### src/rtl/pwm_fault_pkg.sv
package pwm_fault_pkg;
  typedef enum logic [1:0] {
    SEQ_IDLE  = 2'd0,
    SEQ_ARMED = 2'd1,
    SEQ_RUN   = 2'd2,
    SEQ_DONE  = 2'd3
  } seq_state_e;
endpackage

### src/rtl/gs_bank.sv
module gs_bank #(
  parameter int CHANNELS = 16,
  parameter int GS_BITS  = 12,
  parameter int IW       = 4
) (
  input  logic                              clk,
  input  logic                              rst_n,
  input  logic                              blank,
  input  logic                              wr_valid,
  output logic                              wr_ready,
  input  logic [IW-1:0]                     wr_chan,
  input  logic [GS_BITS-1:0]                wr_value,
  input  logic                              load,
  output logic [CHANNELS-1:0][GS_BITS-1:0]  active
);
  logic [CHANNELS-1:0][GS_BITS-1:0] shadow;
  logic                             wr_fire;
  logic                             load_ok;

  assign wr_ready = ~load;
  assign wr_fire  = wr_valid & wr_ready;
  assign load_ok  = load & blank;

  for (genvar n = 0; n < CHANNELS; n++) begin : g_chan
    always_ff @(posedge clk or negedge rst_n) begin
      if (!rst_n) begin
        shadow[n] <= '0;
        active[n] <= '0;
      end else begin
        if (wr_fire && wr_chan == IW'(n)) shadow[n] <= wr_value;
        if (load_ok) active[n] <= shadow[n];
      end
    end
  end

  p_frozen_unblanked_r3: assert property (@(posedge clk) disable iff (!rst_n)
    !blank |=> $stable(active));
  p_ready_load_r2: assert property (@(posedge clk) disable iff (!rst_n)
    load |-> !wr_ready);
endmodule

### src/rtl/pwm_sequencer.sv
module pwm_sequencer
  import pwm_fault_pkg::*;
#(
  parameter int GS_BITS = 12,
  parameter int CW      = GS_BITS + 1
) (
  input  logic          clk,
  input  logic          rst_n,
  input  logic          blank,
  input  logic          tick,
  input  logic          fault,
  output logic          running,
  output logic [CW-1:0] count
);
  localparam logic [CW-1:0] CNT_LAST = {1'b1, {GS_BITS{1'b0}}};

  seq_state_e state, state_nx;
  logic [CW-1:0] count_nx;

  always_comb begin
    state_nx = state;
    count_nx = count;
    if (blank) begin
      state_nx = SEQ_ARMED;
      count_nx = '0;
    end else begin
      unique case (state)
        SEQ_ARMED: if (tick && !fault) begin
          state_nx = SEQ_RUN;
          count_nx = CW'(1);
        end
        SEQ_RUN: begin
          if (fault) state_nx = SEQ_DONE;
          else if (tick) begin
            if (count == CNT_LAST) state_nx = SEQ_DONE;
            else count_nx = count + CW'(1);
          end
        end
        default: ;
      endcase
    end
  end

  always_ff @(posedge clk or negedge rst_n) begin
    if (!rst_n) begin
      state <= SEQ_IDLE;
      count <= '0;
    end else begin
      state <= state_nx;
      count <= count_nx;
    end
  end

  assign running = (state == SEQ_RUN);

  p_count_nonzero_r6: assert property (@(posedge clk) disable iff (!rst_n)
    running |-> (count != '0 && count <= CNT_LAST));
  p_done_holds_r6: assert property (@(posedge clk) disable iff (!rst_n)
    (state == SEQ_DONE && !blank) |=> (state == SEQ_DONE));
  p_no_start_fault_r8: assert property (@(posedge clk) disable iff (!rst_n)
    (state == SEQ_ARMED && fault) |=> !running);
endmodule

### src/rtl/thermal_guard.sv
module thermal_guard (
  input  logic clk,
  input  logic rst_n,
  input  logic tsd_hot,
  input  logic warn_hot,
  output logic therm_err,
  output logic warn_flag,
  output logic err_drive
);
  always_ff @(posedge clk or negedge rst_n) begin
    if (!rst_n) begin
      therm_err <= 1'b0;
      warn_flag <= 1'b0;
    end else begin
      therm_err <= tsd_hot;
      warn_flag <= warn_hot;
    end
  end

  assign err_drive = therm_err | warn_flag;

  p_err_set_r7: assert property (@(posedge clk) disable iff (!rst_n)
    tsd_hot |=> therm_err);
  p_err_clear_r8: assert property (@(posedge clk) disable iff (!rst_n)
    !tsd_hot |=> !therm_err);
  p_warn_rise_r9: assert property (@(posedge clk) disable iff (!rst_n)
    $rose(warn_hot) |=> warn_flag);
  p_drive_r10: assert property (@(posedge clk) disable iff (!rst_n)
    (tsd_hot || warn_hot) |=> err_drive);
endmodule

### src/rtl/precharge_timer.sv
module precharge_timer #(
  parameter int PRE_DELAY = 4,
  parameter int PW        = $clog2(PRE_DELAY + 2)
) (
  input  logic clk,
  input  logic rst_n,
  input  logic blank,
  output logic precharge_en
);
  localparam logic [PW-1:0] LIMIT = PW'(PRE_DELAY);

  logic [PW-1:0] wait_cnt;

  always_ff @(posedge clk or negedge rst_n) begin
    if (!rst_n) wait_cnt <= '0;
    else if (!blank) wait_cnt <= '0;
    else if (wait_cnt != LIMIT) wait_cnt <= wait_cnt + PW'(1);
  end

  assign precharge_en = blank & (wait_cnt == LIMIT);

  p_off_unblanked_r11: assert property (@(posedge clk) disable iff (!rst_n)
    !blank |-> !precharge_en);
endmodule

### src/rtl/pwm_fault_ctrl.sv
module pwm_fault_ctrl #(
  parameter int CHANNELS  = 16,
  parameter int GS_BITS   = 12,
  parameter int PRE_DELAY = 4,
  parameter int IW        = (CHANNELS > 1) ? $clog2(CHANNELS) : 1
) (
  input  logic                clk,
  input  logic                rst_n,
  input  logic                blank,
  input  logic                gs_tick,
  input  logic                gs_wr_valid,
  output logic                gs_wr_ready,
  input  logic [IW-1:0]       gs_wr_chan,
  input  logic [GS_BITS-1:0]  gs_wr_value,
  input  logic                gs_load,
  input  logic                tsd_hot,
  input  logic                warn_hot,
  output logic [CHANNELS-1:0] ch_on,
  output logic                therm_err,
  output logic                warn_flag,
  output logic                err_drive,
  output logic                precharge_en
);
  localparam int CW = GS_BITS + 1;

  logic [CHANNELS-1:0][GS_BITS-1:0] active;
  logic                             running;
  logic [CW-1:0]                    count;
  logic                             fault;

  assign fault = tsd_hot | therm_err;

  gs_bank #(.CHANNELS(CHANNELS), .GS_BITS(GS_BITS), .IW(IW)) i_bank (
    .clk(clk), .rst_n(rst_n), .blank(blank),
    .wr_valid(gs_wr_valid), .wr_ready(gs_wr_ready),
    .wr_chan(gs_wr_chan), .wr_value(gs_wr_value),
    .load(gs_load), .active(active));

  pwm_sequencer #(.GS_BITS(GS_BITS), .CW(CW)) i_seq (
    .clk(clk), .rst_n(rst_n), .blank(blank), .tick(gs_tick),
    .fault(fault), .running(running), .count(count));

  thermal_guard i_therm (
    .clk(clk), .rst_n(rst_n), .tsd_hot(tsd_hot), .warn_hot(warn_hot),
    .therm_err(therm_err), .warn_flag(warn_flag), .err_drive(err_drive));

  precharge_timer #(.PRE_DELAY(PRE_DELAY)) i_pre (
    .clk(clk), .rst_n(rst_n), .blank(blank), .precharge_en(precharge_en));

  for (genvar n = 0; n < CHANNELS; n++) begin : g_cmp
    assign ch_on[n] = running & ~fault & ~blank & (active[n] != '0) &
                      (count <= {1'b0, active[n]});
  end

  p_blank_dark_r4: assert property (@(posedge clk) disable iff (!rst_n)
    blank |-> (ch_on == '0));
  p_shutdown_dark_r7: assert property (@(posedge clk) disable iff (!rst_n)
    tsd_hot |-> (ch_on == '0));
  p_err_dark_r8: assert property (@(posedge clk) disable iff (!rst_n)
    therm_err |-> (ch_on == '0));
endmodule

### config.mk
export PLATFORM = sky130hd
export DESIGN_NAME = pwm_fault_ctrl
export DESIGN_NICKNAME = d
export VERILOG_FILES = /design/src/rtl/pwm_fault_pkg.sv /design/src/rtl/gs_bank.sv /design/src/rtl/pwm_sequencer.sv /design/src/rtl/thermal_guard.sv /design/src/rtl/precharge_timer.sv /design/src/rtl/pwm_fault_ctrl.sv
export SDC_FILE = /design/constraint.sdc
export NUM_CORES = 1
export LEC_CHECK = 0
export BUFFER_PORTS_ARGS = -buffer_cell sky130_fd_sc_hd__buf_4
export CAP_MARGIN = 20
export CORE_ASPECT_RATIO = 0.9
export CORE_MARGIN = 2
export CORE_UTILIZATION = 38
export CTS_BUF_LIST = sky130_fd_sc_hd__clkbuf_4 sky130_fd_sc_hd__clkbuf_8
export CTS_CLUSTER_SIZE = 25
export DETAILED_ROUTE_END_ITERATION = 16
export PLACE_DENSITY_LB_ADDON = 0.12
export SLEW_MARGIN = 20
export SYNTH_ARGS = -nofsm -noshare
export SYNTH_HDL_FRONTEND = slang
export SYNTH_SLANG_ARGS = --single-unit
### constraint.sdc
create_clock -name clk -period 2.1 [get_ports clk]
set_input_delay 0.21 -clock clk [delete_from_list [all_inputs] [get_ports clk]]
set_output_delay 0.21 -clock clk [all_outputs]
set_load 0.005 [all_outputs]
## Yosys cells after proc, flatten, opt, wreduce, memory -nomap -nowiden

Cells that the tools add are included.

- Logic and storage cells: 176
- Input bits: 24
- Flip-flop bits (word level): 404
- Output and inout bits: 21

- Bitwise gates (word level): 42
- Add/sub/neg operators: 2
- Order comparisons: 16
- Mux-type cells: 14
- Reduce and logical (&&, ||, !) cells: 38
- Equality and inequality tests: 27

Operator list:

| cell | count |
|---|---|
| $le A13 B12 Y1 | 16 |
| $reduce_bool A12 Y1 | 16 |
| $mux W13 | 5 |
| $and A1 B1 Y1 | 37 |
| $eq A4 B4 Y1 const B | 8 |
| $pmux W13 S2 | 1 |
| $logic_and A1 B1 Y1 | 17 |
| $eq A4 B3 Y1 const B | 4 |
| $add A13 B1 Y13 const B | 1 |
| $eq A13 B13 Y1 const B | 1 |
| $ne A3 B3 Y1 const B | 4 |
| $mux W2 | 5 |
| $eq A4 B2 Y1 const B | 2 |
| $mux W3 | 2 |
| $reduce_and A5 Y1 | 1 |
| $eq A4 B1 Y1 const B | 1 |
| $logic_not A4 Y1 | 1 |
| $ne A4 B2 Y1 const B | 1 |
| $ne A4 B3 Y1 const B | 1 |
| $pmux W2 S2 | 1 |
| $reduce_and A4 Y1 | 1 |
| $add A3 B1 Y3 const B | 1 |
| $eq A3 B3 Y1 const B | 1 |
| $ne A3 B2 Y1 const B | 1 |
| 7 further kinds | 10 |

## Longest topological paths before layout

- Word-level depth: 6
- Gate-level depth with buffers: 7

## Hierarchy

A second synthesis with hierarchy kept.

- Cell total of the unflattened synthesis: 1727
- Area, all modules: 21064.0 sq um

Modules (own cells, without submodules):

| module | instances | cells an instance | sequential area each (sq um) | area each (sq um) |
|---|---|---|---|---|
| gs_bank | 1 | 843 | 9609.2 | 14392.6 |
| pwm_fault_ctrl | 1 | 764 | 0.0 | 5507.8 |
| pwm_sequencer | 1 | 99 | 375.4 | 937.1 |
| precharge_timer | 1 | 18 | 75.1 | 170.2 |
| thermal_guard | 1 | 3 | 50.0 | 56.3 |

## Least setup slack after synthesis

OpenSTA, ideal clock, no wires.

- Kind: register to output
- From: register i_seq.count[7]
- To: output ch_on[1]
- Slack: -25 ps
- Path buffers: 0
- Arrival: 1915 ps
- Stages on the path, launching flop included: 7
- Cells stage by stage: dfrtp_1 ha_1 a21o_1 a21oi_1 a21oi_1 a2111oi_0 a31o_1

- Cells in the longest elaborated chain, start to end: 2

RTL lines:

| element | RTL line | source |
|---|---|---|
| start: declaration | pwm_sequencer.sv:13 | `output logic [CW-1:0] count` |
| start signal: assignment | pwm_sequencer.sv:50 | `count <= count_nx;` |
| $le A13 B12 Y1 | pwm_fault_ctrl.sv:52 | `(count <= {1'b0, active[n]});` |
| $and A1 B1 Y1 | pwm_fault_ctrl.sv:51 | `assign ch_on[n] = running & ~fault & ~blank & (active[n] != '0) &` |
| end: declaration | pwm_fault_ctrl.sv:18 | `output logic [CHANNELS-1:0] ch_on,` |

No other way between the ends.

## Final worst setup path

- From: register i_seq.count[3]
- To: output ch_on[13]

Same word-level chain as after synthesis.

==> metrics.yaml <==
status: "finished with violations"
syn_area_sq_mm: 0.0208
ys.flop_type: "dfrtp_1"
grt_overflow: 0
nFillCells: 4896
multi_input_comb_area_sq_mm: 0.0106
rows: 81
violations: "setup timing"
postRouteWirelength_um: 58800
coreArea_sq_mm: 0.0541
grt_first_pass_wirelength_um: 90300
clock_path_buffers: 3
synth.largest_area_cell: "dfrtp_1"
synth_edf_count: 0
hold_start: "tsd_hot"
wl_per_cell_um: 21.7
max_freq_ghz: 0.349
syn_area_per_cell_sq_um: 12.1
cts_tree: "yes"
hp-class: "input pin to flop"
place_inst: 2550
tightest_slew_ps: 620
area_delta_synth_final_pct: 26.2
slew_headroom: 0.585
ys_seq_elements: 404
hpwl_um: 37000
drive_above_1_share: 0.427
yosys_warnings: 0
critPathArrivalTime_ps: 2650
route.detailed.drc: 0
pre_cts_ws_ps: -261
ant_nets: 0
tns_ps: -10810
maxSlewViolCount: 0
vias: 14370
peakVddDrop_uv: 521
crit_required_ps: 1890
path_class: "flop to output port"
syn_inst: 1711
fin_area_sq_mm: 0.0262
p_per_area_mw_per_mm2: 940
drv_cap: 0
io_pins: 45
synth-compound-area-share: 0.0588
nNetsFinal: 2166
fp.dieH_um: 226
gp_congestion: 0.855
drtIter0Drc: 689
rr_startpoint: "i_seq.count[3]"
grt_antenna_before_repair: 5
period_needed_ps: 2860
worst-path-max-fanout: 4
fin_ws_ps: -763
synth_top_area_frac: 0.487
ys_seq_area_frac: 0.487
endpoint_kind: "output port"
muxShareOfSynthArea: 0.208
cts_num_sinks: 404
synth-xor-area-share: 0.00338
grt_pass1_vias: 14895
root_buffer: "clkbuf_8"
die_width_um: 250
fin_cells: 2711
dr.pass1.iters: 4
hold_viol: 0
p_leak_uw: 0.0123
crit_start: "i_seq.count[3]"
synthSimpleGateAreaFrac: 0.0762
cts-buffers-inserted: 72
synth-adder-area-share: 0.118
htree_levels: 3
placed_area_sq_mm: 0.0232
port_buffers: 44
final_cell_mix: "399 x dfrtp_1, 384 x mux2_2, 195 x inv_1, 155 x ha_1, 154 x buf_4"
setup_viol: 16
die-area_sq_mm: 0.0565
synth_cell_types: 53
fin_hold_ws_ps: 71.1
final_common_cell: "dfrtp_1"
syn-num-nets: 1931
synth_top_family_by_area: "multiplexers"
grt_max_degree: 65
start_kind: "flop"
register_area_sq_mm: 0.0101
synth_area_leaders: "dfrtp_1 49%, mux2_2 21%, ha_1 12%"
synth-async-reset-ratio: 1.00
start_util: 0.383
via_per_inst: 5.30
clk_pin_slew_ps: 60
fin_crit_sh: 1.36
clk_latency_ps: 650
rsz0062_at_grt: "yes"
skew_ps: 19.0
grt_use_total: 0.213
## path summary, 6_finish.rpt
path	slack, ps	endpoint	cells after the start
hold / removal	70	i_seq.state[1]	5
min in group asynchronous	100	i_bank.shadow[121]	2
setup / recovery	-760	ch_on[13]	9
hold reg to reg	500	i_bank.active[18]	1
setup reg to reg	80	i_seq.count[12]	7
max in group asynchronous	1300	i_bank.active[111]	3
## where the power goes
group / switching, uW / total, uW / internal, uW
sequential: 1160 / 10700 / 9500
clock: 3400 / 8100 / 4700
combinational: 2780 / 5840 / 3060
total: 7340 / 24600 / 17300
## through the flow
stage               total power (uW)  utilization
floorplan                      13900            -
global placement               15700        0.429
detailed placement             15900        0.429
CTS                            24600        0.475
global route                   26100        0.484
finish                         24600        0.484
## metal layers
layer | vias to the layer above | GRT usage | part of all wire
met5 | - | 0 | 0.00022
met2 | 261 | 0.339 | 0.46
met3 | 107 | 0.0391 | 0.042
met1 | 7317 | 0.295 | 0.47
met4 | 2 | 0.0664 | 0.026
li1 | 6683 | - | -
## what timing repair did
action | CTS | global route
endpoints found under the hold margin | 410 | 0
endpoints found under the setup margin | 21 | 27
pin swaps | 58 | 45
cloned | 1 | 1
gates resized for setup | 120 | 58
hold buffers | 5 | 0
setup buffers | 12 | 11
## critical path, cell delays in order, from the launching register on
cell      delay (ps)
dfrtp_2          450
buf_6            140
buf_12           140
ha_4             280
nand3_4           60
o21bai_4         170
a311o_1          370
a21oi_2          140
a311oi_2          70
buf_4            180
## Yosys cell counts, types with 19 or more instances
library cell / count
nand3_1: 26
buf_2: 24
clkbuf_1: 29
nand2_1: 38
a21oi_1: 48
o21ai_0: 38
inv_1: 196
a211oi_1: 19
mux2_2: 384
nor3_1: 24
nor4_1: 59
ha_1: 196
nand4_1: 26
nor2_1: 41
dfrtp_1: 404
## cells by family (layout without fill, tap and decap cells)
kind of cell             count (synthesis)  count (layout)
other                                    0               2
AO/OA/AOI/OAI                          184             184
multiplexers                           384             384
AND/OR/NAND/NOR                        283             283
buffers and inverters                  252             545
adder cells (fa/ha/maj)                196             196
flip-flops                             404             404
XOR/XNOR                                 8               8
## sequential cells by signal, indices dropped and copies added (netlist names)
| register | flops |
|---|---|
| i_bank.active | 192 |
| i_bank.shadow | 192 |
| i_pre.wait_cnt | 3 |
| i_seq.count | 13 |
| i_seq.state | 2 |
| i_therm.therm_err | 1 |
| i_therm.warn_flag | 1 |
## layout make-up
type / instances / area share
Tap cell: 705 / 0.0337
Inverter: 196 / 0.0281
Multi-Input combinational cell: 1055 / 0.405
Sequential cell: 404 / 0.386
Clock buffer: 120 / 0.0581
Clock inverter: 12 / 0.00354
Antenna cell: 2 / 0.000191
Timing Repair Buffer: 217 / 0.0849
Power figures use the tool's default switching activity.
